File: src/rtl/sscfg_pkg.sv
`timescale 1ns/100ps
package sscfg_pkg;
  localparam int BYTE_W = 8;
  localparam int BIT_CNT_W = 4;

  typedef enum logic [3:0] {
    ST_IDLE,
    ST_ADDR,
    ST_ACK_ADDR,
    ST_CMD,
    ST_ACK_CMD,
    ST_RX,
    ST_ACK_RX,
    ST_TX,
    ST_ACK_TX,
    ST_WAIT
  } slv_state_e;
endpackage

File: src/rtl/sscfg_rst_sync.sv
`timescale 1ns/100ps
module sscfg_rst_sync #(
  parameter int STAGES = 2
) (
  input  logic clk,
  input  logic rst_n_a,
  output logic rst_n_s
);
  logic [STAGES-1:0] pipe_q;

  always_ff @(posedge clk or negedge rst_n_a) begin
    if (!rst_n_a) pipe_q <= '0;
    else          pipe_q <= {pipe_q[STAGES-2:0], 1'b1};
  end

  assign rst_n_s = pipe_q[STAGES-1];
endmodule

File: src/rtl/sscfg_bus_events.sv
`timescale 1ns/100ps
module sscfg_bus_events (
  input  logic clk,
  input  logic rst_n,
  input  logic scl_i,
  input  logic sda_i,
  output logic scl_rise,
  output logic scl_fall,
  output logic start_det,
  output logic stop_det
);
  logic scl_q, sda_q;

  always_ff @(posedge clk or negedge rst_n) begin
    if (!rst_n) begin
      scl_q <= 1'b1;
      sda_q <= 1'b1;
    end else begin
      scl_q <= scl_i;
      sda_q <= sda_i;
    end
  end

  // SDA moving while SCL stays high marks a bus condition
  assign scl_rise  = scl_i & ~scl_q;
  assign scl_fall  = ~scl_i & scl_q;
  assign start_det = scl_i & scl_q & ~sda_i & sda_q;
  assign stop_det  = scl_i & scl_q & sda_i & ~sda_q;
endmodule

File: src/rtl/sscfg_regbank.sv
`timescale 1ns/100ps
module sscfg_regbank #(
  parameter int          NUM_REGS = 7,
  parameter int          ADDR_W   = 7,
  parameter logic [7:0]  DEF0     = 8'h0A,
  parameter logic [7:0]  DEF1     = 8'hCC,
  parameter logic [7:0]  FORCE0   = 8'h08,
  parameter logic [7:0]  ID_VAL   = 8'h08
) (
  input  logic              clk,
  input  logic              rst_n,
  input  logic              wr_en,
  input  logic [ADDR_W-1:0] wr_addr,
  input  logic [7:0]        wr_data,
  input  logic [ADDR_W-1:0] rd_addr,
  output logic [7:0]        rd_data,
  output logic [3:0]        spread_sel,
  output logic              spread_en,
  output logic              pd_tristate,
  output logic              ref_en,
  output logic              ref_slew,
  output logic              clk_slew,
  output logic              clk_en
);
  // last register is the read-only identifier, the rest are writable
  localparam int RW_REGS = NUM_REGS - 1;
  localparam int IDX_W   = $clog2(NUM_REGS);

  logic [7:0] rw_q [RW_REGS];

  for (genvar g = 0; g < RW_REGS; g++) begin : g_rw
    localparam logic [7:0] RST_V = (g == 0) ? DEF0 : ((g == 1) ? DEF1 : 8'h00);
    localparam logic [7:0] ONES  = (g == 0) ? FORCE0 : 8'h00;
    logic [7:0] q;
    logic       hit;

    assign hit = wr_en && (wr_addr == ADDR_W'(g));

    always_ff @(posedge clk or negedge rst_n) begin
      if (!rst_n)   q <= RST_V;
      else if (hit) q <= wr_data | ONES;
    end

    assign rw_q[g] = q;
  end

  always_comb begin
    if (rd_addr < ADDR_W'(RW_REGS))       rd_data = rw_q[rd_addr[IDX_W-1:0]];
    else if (rd_addr == ADDR_W'(RW_REGS)) rd_data = ID_VAL;
    else                                  rd_data = 8'h00;
  end

  assign spread_sel  = rw_q[0][7:4];
  assign pd_tristate = rw_q[0][2];
  assign spread_en   = rw_q[0][1];
  assign ref_en      = rw_q[1][7];
  assign ref_slew    = rw_q[1][6];
  assign clk_slew    = rw_q[1][3];
  assign clk_en      = rw_q[1][2];
endmodule

File: src/rtl/sscfg_slave.sv
`timescale 1ns/100ps
module sscfg_slave
  import sscfg_pkg::*;
#(
  parameter logic [6:0] DEV_ADDR = 7'h6A,
  parameter int         NUM_REGS = 7,
  parameter logic [7:0] DEF0     = 8'h0A,
  parameter logic [7:0] DEF1     = 8'hCC,
  parameter logic [7:0] ID_VAL   = 8'h08
) (
  input  logic       clk,
  input  logic       rst_n,
  input  logic       scl_i,
  input  logic       sda_i,
  output logic       sda_oe,
  output logic [3:0] spread_sel,
  output logic       spread_en,
  output logic       pd_tristate,
  output logic       ref_en,
  output logic       ref_slew,
  output logic       clk_slew,
  output logic       clk_en
);
  localparam int                ADDR_W    = 7;
  localparam logic [7:0]        BLK_COUNT = 8'(NUM_REGS);
  localparam logic [ADDR_W-1:0] PTR_MAX   = '1;
  localparam logic [3:0]        LAST_BIT  = 4'(BYTE_W);

  logic rst_ns;
  logic scl_rise, scl_fall, start_det, stop_det;

  slv_state_e         st_q, st_d;
  logic [3:0]         cnt_q, cnt_d;
  logic [7:0]         sh_q, sh_d;
  logic [7:0]         tx_q, tx_d;
  logic [ADDR_W-1:0]  ptr_q, ptr_d, ptr_inc;
  logic               pend_q, pend_d;   // length byte still due
  logic               rd_q, rd_d;
  logic               nack_q, nack_d;
  logic               wr_en;
  logic [7:0]         rd_data;

  sscfg_rst_sync #(.STAGES(2)) u_rst (
    .clk(clk), .rst_n_a(rst_n), .rst_n_s(rst_ns)
  );

  sscfg_bus_events u_evt (
    .clk(clk), .rst_n(rst_ns), .scl_i(scl_i), .sda_i(sda_i),
    .scl_rise(scl_rise), .scl_fall(scl_fall),
    .start_det(start_det), .stop_det(stop_det)
  );

  sscfg_regbank #(
    .NUM_REGS(NUM_REGS), .ADDR_W(ADDR_W), .DEF0(DEF0), .DEF1(DEF1),
    .FORCE0(8'h08), .ID_VAL(ID_VAL)
  ) u_regs (
    .clk(clk), .rst_n(rst_ns),
    .wr_en(wr_en), .wr_addr(ptr_q), .wr_data(sh_q),
    .rd_addr(ptr_q), .rd_data(rd_data),
    .spread_sel(spread_sel), .spread_en(spread_en), .pd_tristate(pd_tristate),
    .ref_en(ref_en), .ref_slew(ref_slew), .clk_slew(clk_slew), .clk_en(clk_en)
  );

  // pointer saturates so a long block never wraps back onto register 0
  assign ptr_inc = (ptr_q == PTR_MAX) ? ptr_q : ptr_q + 1'b1;

  always_comb begin
    st_d   = st_q;
    cnt_d  = cnt_q;
    sh_d   = sh_q;
    tx_d   = tx_q;
    ptr_d  = ptr_q;
    pend_d = pend_q;
    rd_d   = rd_q;
    nack_d = nack_q;
    wr_en  = 1'b0;
    if (stop_det) begin
      st_d = ST_IDLE;
    end else if (start_det) begin
      st_d  = ST_ADDR;
      cnt_d = '0;
    end else begin
      case (st_q)
        ST_ADDR, ST_CMD, ST_RX: begin
          if (scl_rise) begin
            sh_d  = {sh_q[6:0], sda_i};
            cnt_d = cnt_q + 4'd1;
          end else if (scl_fall && cnt_q == LAST_BIT) begin
            cnt_d = '0;
            if (st_q == ST_ADDR) begin
              if (sh_q[7:1] == DEV_ADDR) begin
                rd_d = sh_q[0];
                st_d = ST_ACK_ADDR;
              end else begin
                st_d = ST_WAIT;
              end
            end else if (st_q == ST_CMD) begin
              pend_d = ~sh_q[7];
              ptr_d  = sh_q[7] ? sh_q[6:0] : '0;
              st_d   = ST_ACK_CMD;
            end else begin
              if (pend_q) begin
                pend_d = 1'b0;
              end else begin
                wr_en = 1'b1;
                ptr_d = ptr_inc;
              end
              st_d = ST_ACK_RX;
            end
          end
        end
        ST_ACK_ADDR: begin
          if (scl_fall) begin
            if (rd_q) begin
              if (pend_q) begin
                tx_d   = BLK_COUNT;
                pend_d = 1'b0;
              end else begin
                tx_d  = rd_data;
                ptr_d = ptr_inc;
              end
              st_d = ST_TX;
            end else begin
              st_d = ST_CMD;
            end
          end
        end
        ST_ACK_CMD, ST_ACK_RX: begin
          if (scl_fall) st_d = ST_RX;
        end
        ST_TX: begin
          if (scl_rise) begin
            cnt_d = cnt_q + 4'd1;
          end else if (scl_fall) begin
            if (cnt_q == LAST_BIT) begin
              cnt_d = '0;
              st_d  = ST_ACK_TX;
            end else begin
              tx_d = {tx_q[6:0], 1'b0};
            end
          end
        end
        ST_ACK_TX: begin
          if (scl_rise) begin
            nack_d = sda_i;
          end else if (scl_fall) begin
            if (nack_q) begin
              st_d = ST_WAIT;
            end else begin
              tx_d  = rd_data;
              ptr_d = ptr_inc;
              st_d  = ST_TX;
            end
          end
        end
        default: ;
      endcase
    end
  end

  always_ff @(posedge clk or negedge rst_ns) begin
    if (!rst_ns) begin
      st_q   <= ST_IDLE;
      cnt_q  <= '0;
      sh_q   <= '0;
      tx_q   <= '0;
      ptr_q  <= '0;
      pend_q <= 1'b0;
      rd_q   <= 1'b0;
      nack_q <= 1'b0;
    end else begin
      st_q   <= st_d;
      cnt_q  <= cnt_d;
      sh_q   <= sh_d;
      tx_q   <= tx_d;
      ptr_q  <= ptr_d;
      pend_q <= pend_d;
      rd_q   <= rd_d;
      nack_q <= nack_d;
    end
  end

  always_comb begin
    case (st_q)
      ST_ACK_ADDR, ST_ACK_CMD, ST_ACK_RX: sda_oe = 1'b1;
      ST_TX:                              sda_oe = ~tx_q[7];
      default:                            sda_oe = 1'b0;
    endcase
  end
endmodule

File: config.mk
export PLATFORM = sky130hd
export DESIGN_NAME = sscfg_slave
export DESIGN_NICKNAME = d
export VERILOG_FILES = /design/src/rtl/sscfg_pkg.sv /design/src/rtl/sscfg_rst_sync.sv /design/src/rtl/sscfg_bus_events.sv /design/src/rtl/sscfg_regbank.sv /design/src/rtl/sscfg_slave.sv
export SDC_FILE = /design/constraint.sdc
export NUM_CORES = 1
export LEC_CHECK = 0
export BUFFER_PORTS_ARGS = -buffer_cell sky130_fd_sc_hd__buf_2
export CORE_MARGIN = 4
export CORE_UTILIZATION = 55
export CTS_CLUSTER_DIAMETER = 80
export DETAILED_ROUTE_END_ITERATION = 7
export PLACE_DENSITY = 0.75
export SKIP_CTS_REPAIR_TIMING = 1
export SYNTH_ARGS = -nofsm -noshare
export SYNTH_HDL_FRONTEND = slang
export SYNTH_SLANG_ARGS = --single-unit
File: constraint.sdc
create_clock -name clk -period 2.71 [get_ports clk]
set_input_delay 0.4065 -clock clk [delete_from_list [all_inputs] [get_ports clk]]
set_output_delay 0.4065 -clock clk [all_outputs]
set_load 0.005 [all_outputs]
### Word level (Yosys, flattened, before mapping)

Index checks and enable logic that the tools add are counted.

* flip-flop bits (word level): 85
* bits of input ports: 4
* output and inout bits: 11
* logic and storage cells: 170

* $add $sub $neg: 2
* $lt $le $gt $ge: 2
* equal/unequal tests: 40
* muxes and demuxes: 68
* bitwise operators: 17
* reductions and logical operators: 24

Operator list (count)
* two-way mux 8 bit: 12
* two-way mux 4 bit: 21
* two-way mux 7 bit: 12
* inequality test 4 bit (second input constant): 12
* binary-select mux 8 bit (select 3 bit): 1
* one-hot mux 8 bit (3 select lines): 1
* inequality test 2 bit (second input constant): 11
* AND reduction 11 bit: 2
* == test 7 x 3 -> 1 bit (second input constant): 3
* one-hot mux 7 bit (3 select lines): 1
* one-hot mux 4 bit (5 select lines): 1
* == test 4 x 3 -> 1 bit (second input constant): 4
* == test 7 x 2 -> 1 bit (second input constant): 2
* == test 7 bit (second input constant): 2
* two-way mux 1 bit: 14
* AND reduction 10 bit: 1
* NOT 1 bit: 9
* nonzero test 3 bit: 3
* == test 4 x 2 -> 1 bit (second input constant): 2
* == test 4 bit (second input constant): 2
* one-hot mux 4 bit (2 select lines): 1
* AND reduction 4 bit: 2
* AND reduction 8 bit: 1
* adder 7 x 1 -> 7 bit (second input constant): 1
* other kinds (18): 32

### Depth between registers and ports, before layout

* depth in word-level cells: 9
* depth in mapped cells: 8
* depth with buffers taken out: 7

### Modules after synthesis

A second synthesis with hierarchy kept.

* cell total of the unflattened synthesis: 423
* area, all modules: 4753.3 um^2

Modules (own cells, without submodules)
* sscfg_slave: times used 1, cells each 261, area an instance 2369.8 um^2, sequential area each 850.8 um^2
* sscfg_regbank: times used 1, cells each 153, area an instance 2244.7 um^2, sequential area each 1182.4 um^2
* sscfg_bus_events: times used 1, cells each 6, area an instance 85.1 um^2, sequential area each 52.6 um^2
* sscfg_rst_sync: times used 1, cells each 3, area an instance 53.8 um^2, sequential area each 50.0 um^2

### Worst setup path before layout

No wires, ideal clock.

* path type: input-to-reg
* start: in scl_i
* end: reg u_regs.g_rw[1].q[0]
* setup time: 0.125 ns
* arrival: 2.303 ns
* required time: 2.585 ns
* path slack: 0.281 ns
* stages on the path: 8
* cells stage by stage: ha_1 > and3b_1 > buf_2 > nand2b_1 > nor4_4 > and4_1 > buf_6 > mux2_4

* cells in the longest elaborated chain, start to end: 9
* elaborated cells on any way between the ends: 15
* those cells by class: 5 x mux; 8 x bitwise; 2 x reduce/logical

RTL lines
* start: declaration: line sscfg_slave.sv:13 `input logic scl_i,`
* NOT 1 bit: line sscfg_bus_events.sv:26 `assign scl_fall = ~scl_i & scl_q;`
* AND 1 bit: line sscfg_bus_events.sv:26
* logical AND 1 bit: line sscfg_slave.sv:88 `end else if (scl_fall && cnt_q == LAST_BIT) begin`
* two-way mux 1 bit: line sscfg_slave.sv:88
* two-way mux 1 bit: line sscfg_slave.sv:85 `if (scl_rise) begin`
* two-way mux 1 bit: line sscfg_slave.sv:83 `case (st_q)`
* two-way mux 1 bit: line sscfg_slave.sv:79 `end else if (start_det) begin`
* two-way mux 1 bit *: line sscfg_slave.sv:77 `if (stop_det) begin`
* logical AND 1 bit *: line sscfg_regbank.sv:37 `assign hit = wr_en && (wr_addr == ADDR_W'(g));`
* end signal: assignment: line sscfg_regbank.sv:41 `else if (hit) q <= wr_data | ONES;`
* end: declaration: line sscfg_regbank.sv:34 `logic [7:0] q;`

Mark *: on every way between the ends. The rest lies on a longest branch, timed or not.
A chain may end at the register's enable or synchronous reset.

### Worst setup path in the final report

* start: reg ptr_q[5]
* end: reg u_regs.g_rw[0].q[2]

* cells in the longest elaborated chain, start to end: 2

RTL lines
* start: declaration: line sscfg_slave.sv:36 `logic [ADDR_W-1:0] ptr_q, ptr_d, ptr_inc;`
* start signal: assignment: line sscfg_slave.sv:176 `ptr_q <= ptr_d;`
* zero test 7 bit: line sscfg_regbank.sv:37
* logical AND 1 bit: line sscfg_regbank.sv:37
* end signal: assignment: line sscfg_regbank.sv:41
* end: declaration: line sscfg_regbank.sv:34

Every way passes these cells.

==> out/results.txt <==
DR iter-0 viols - 428
Top cell type's share of synthesized area - 37.9%
Root Driver - clkbuf_8
Routed WL per cell - 20.9 µm
Post-synth top area cell - dfrtp_1
IO Port Bufs - 14
Synth warnings - 0
CP Data Required Time - 2.97 ns
Area growth syn-to-layout - 8.09%
Placement Rows - 35
Mapped Area - 5150 µm²
Antenna Violating Nets Remaining - 0
HP Class - in2reg
CTS tree - yes
IR drop worst, VDD - 336 µV
Layout cells sized above 1 - 31.4%
DPL Wire Length - 8510 µm
Sequential share of the synthesized area - 41.5%
Post-synth ARST share - 100%
Grt total ovfl - 0
Distinct cell type count after synthesis - 72
# H-tree levels - 3
Inserted Diodes - 0
Leakage - 2.49 nW
Setup TNS - 0 ns
Synth Instances - 464
WL final - 12300 µm
# IOs - 15
Normalized max-slew margin - 29.8%
All-Layer GR Usage - 23.5%
Syn_area_per_cell - 11.1 µm²
Max_cap viols - 0
Final GP Congestion - 0.954
Worst Path Class, Setup - reg2reg
Worst-path maximum fanout - 9
Chip width - 105 µm
Reg clk slew, reported paths - 0.09 ns
CP peak stage delay - 0.62 ns
Clock Latency Late Sink - 0.37 ns
EDFF count, synth - 0
Clock Skew - 0.00877 ns
Final Max Tran Viols - 0
# nets final - 486
Slew @ Worst Pin - 1.05 ns
CTS Buffer Depth - 2
Top area cells in the synthesized netlist - dfrtp_1 (38%), mux2_2 (9.4%), mux2_4 (9.0%)
Initial core utilization - 56.0%
Die area - 11000 µm²
Fmax - 396 MHz
Post-Route Utilization - 60.5%
Synth Register Bits - 85
PD cells - 786 nW/µm²
Via/cell ratio - 6.43
Vias post-DR - 3785
Final Hold Viols - 0
Die Ht - 105 µm
Critical Path Sink Type - register
Initial antenna violation count - 0
DRC viols - 0
Status - finished, final reports clean
Arrival @ worst endpoint - 2.78 ns
RSZ-0062 raised after global routing - no
CTS sink count - 85
Fin crit period - 2.52 ns
Pre-CTS WS - 0.0500 ns
Final setup fails - 0
Core area - 9200 µm²
Worst setup SP type - register
Pin count of the biggest net entering global routing - 84
Period Utilization, post-route - 93.1%
Drt first pass iters - 5
Vias in the first global route - 3817
Num CTS Buffers - 9
CP max stage cell - or4_4
Predominant post-synthesis flop cell - dfrtp_1
Setup WS post-layout - 0.186 ns
First-pass GRT wire length - 20700 µm
Fillers - 739
Worst-path cell chain - or4_4, nor4b_4, and4_1, buf_4, mux2_4
Mapped Nets - 477
-- sequential cells by signal, summed over array words and instances, names as in the netlist --
signal         count
cnt_q              4
nack_q             1
pend_q             1
ptr_q              7
rd_q               1
sh_q               8
st_q               4
tx_q               8
u_evt.scl_q        1
u_evt.sda_q        1
u_regs.g_rw.q     47
u_rst.pipe_q       2
-- power breakdown --
group	switching [mW]	leakage [nW]	internal [mW]
Sequential	0.440	1.12	1.43
Combinational	0.853	1.26	0.692
Clock	0.517	0.107	0.443
Total	1.81	2.49	2.56
-- worst paths after layout --
check	from	to	slack, ns	depth (start not counted)
worst max-delay path	ptr_q[5]	u_regs.g_rw[0].q[2]	0.19	5
worst min-delay path	scl_i	u_evt.scl_q	0.17	1
worst max register to register	ptr_q[5]	u_regs.g_rw[0].q[2]	0.19	5
worst min register to register	u_rst.pipe_q[0]	u_rst.pipe_q[1]	0.37	0
max in group asynchronous	u_rst.pipe_q[1]	u_regs.g_rw[5].q[1]	1.52	0
min in group asynchronous	rst_n	u_rst.pipe_q[1]	0.34	2
-- final cells by class --
| class | instances | area, µm² | share of cell area (%) |
|---|---|---|---|
| multi-input cells | 326 | 2740 | 49.3 |
| well taps | 111 | 139 | 2.50 |
| repair buffers | 41 | 300 | 5.40 |
| clock buffers | 9 | 124 | 2.23 |
| inverters | 10 | 37.5 | 0.674 |
| clock inverters | 7 | 81.3 | 1.46 |
| flip-flops and latches | 85 | 2140 | 38.4 |
-- synth_stat cells, types with 4 or more instances --
cell type / n
nand2_1: 22
o21a_1: 4
mux2i_1: 13
a22o_1: 4
nand2b_1: 9
buf_4: 5
mux2_4: 31
a21boi_0: 4
and3_1: 4
nor3b_1: 5
a21oi_1: 23
buf_6: 5
a31oi_1: 8
and4_1: 4
inv_1: 9
ha_1: 9
nor2_1: 21
o21ai_0: 17
nor2b_1: 7
nand3_1: 8
buf_1: 4
buf_2: 11
clkbuf_1: 18
or3_1: 4
mux2_2: 43
nor3_1: 9
dfstp_2: 7
dfrtp_1: 78
o22ai_1: 6
-- worst max-delay path, delay by kind of cell, from the launching register on --
| family | cells | cell delay, ns |
|---|---|---|
| buffers and inverters | 1 | 0.17 |
| DFF | 1 | 0.48 |
| muxes | 1 | 0.29 |
| and+or+nand+nor | 3 | 1.46 |
-- layout by cell type (no fill, tap or decap), types with 4 or more instances in the layout --
| cell type | n |
|---|---|
| mux2_4 | 31 |
| nor3_1 | 9 |
| or3_1 | 4 |
| mux2_2 | 43 |
| buf_4 | 24 |
| o21a_1 | 4 |
| a21boi_0 | 4 |
| ha_1 | 9 |
| a22o_1 | 4 |
| nor2_1 | 21 |
| o21ai_0 | 17 |
| mux2i_1 | 13 |
| dfstp_2 | 7 |
| a21oi_1 | 23 |
| dfrtp_1 | 77 |
| buf_2 | 14 |
| clkbuf_8 | 9 |
| nand2_1 | 22 |
| nor3b_1 | 5 |
| nand3_1 | 8 |
| o22ai_1 | 6 |
| a31oi_1 | 8 |
| inv_1 | 9 |
| and3_1 | 4 |
| and4_1 | 4 |
| nor2b_1 | 7 |
| nand2b_1 | 9 |
-- per-layer routing --
layer / track usage, % / vias to the layer above / wire length, µm
li1: - / 1746 / -
met1: 33.7 / 1863 / 5550
met2: 36.5 / 157 / 5790
met3: 4.08 / 19 / 722
met4: 7.03 / 0 / 248
met5: 0 / - / 0
-- kinds of logic after synthesis --
kind of cell | synth area share (%)
AND/OR/NAND/NOR | 15.3
AO/OA/AOI/OAI | 14.3
multiplexers | 21.4
flip-flops | 41.5
buffers and inverters | 5.22
adder cells (fa/ha/maj) | 2.19
other | 0.0728
-- stage by stage --
stage               area, µm²  power, mW  std cells  hold slack (ns)
CTS                      5560       4.36        588           -0.213
finish                   5570       4.37        589            0.168
global placement         5350       3.35        572            0.190
detailed placement       5350       3.40        572            0.192
global route             5570       4.65        589            0.147
floorplan                5150       2.92        464            0.111
(Power assumes the default switching activity.)
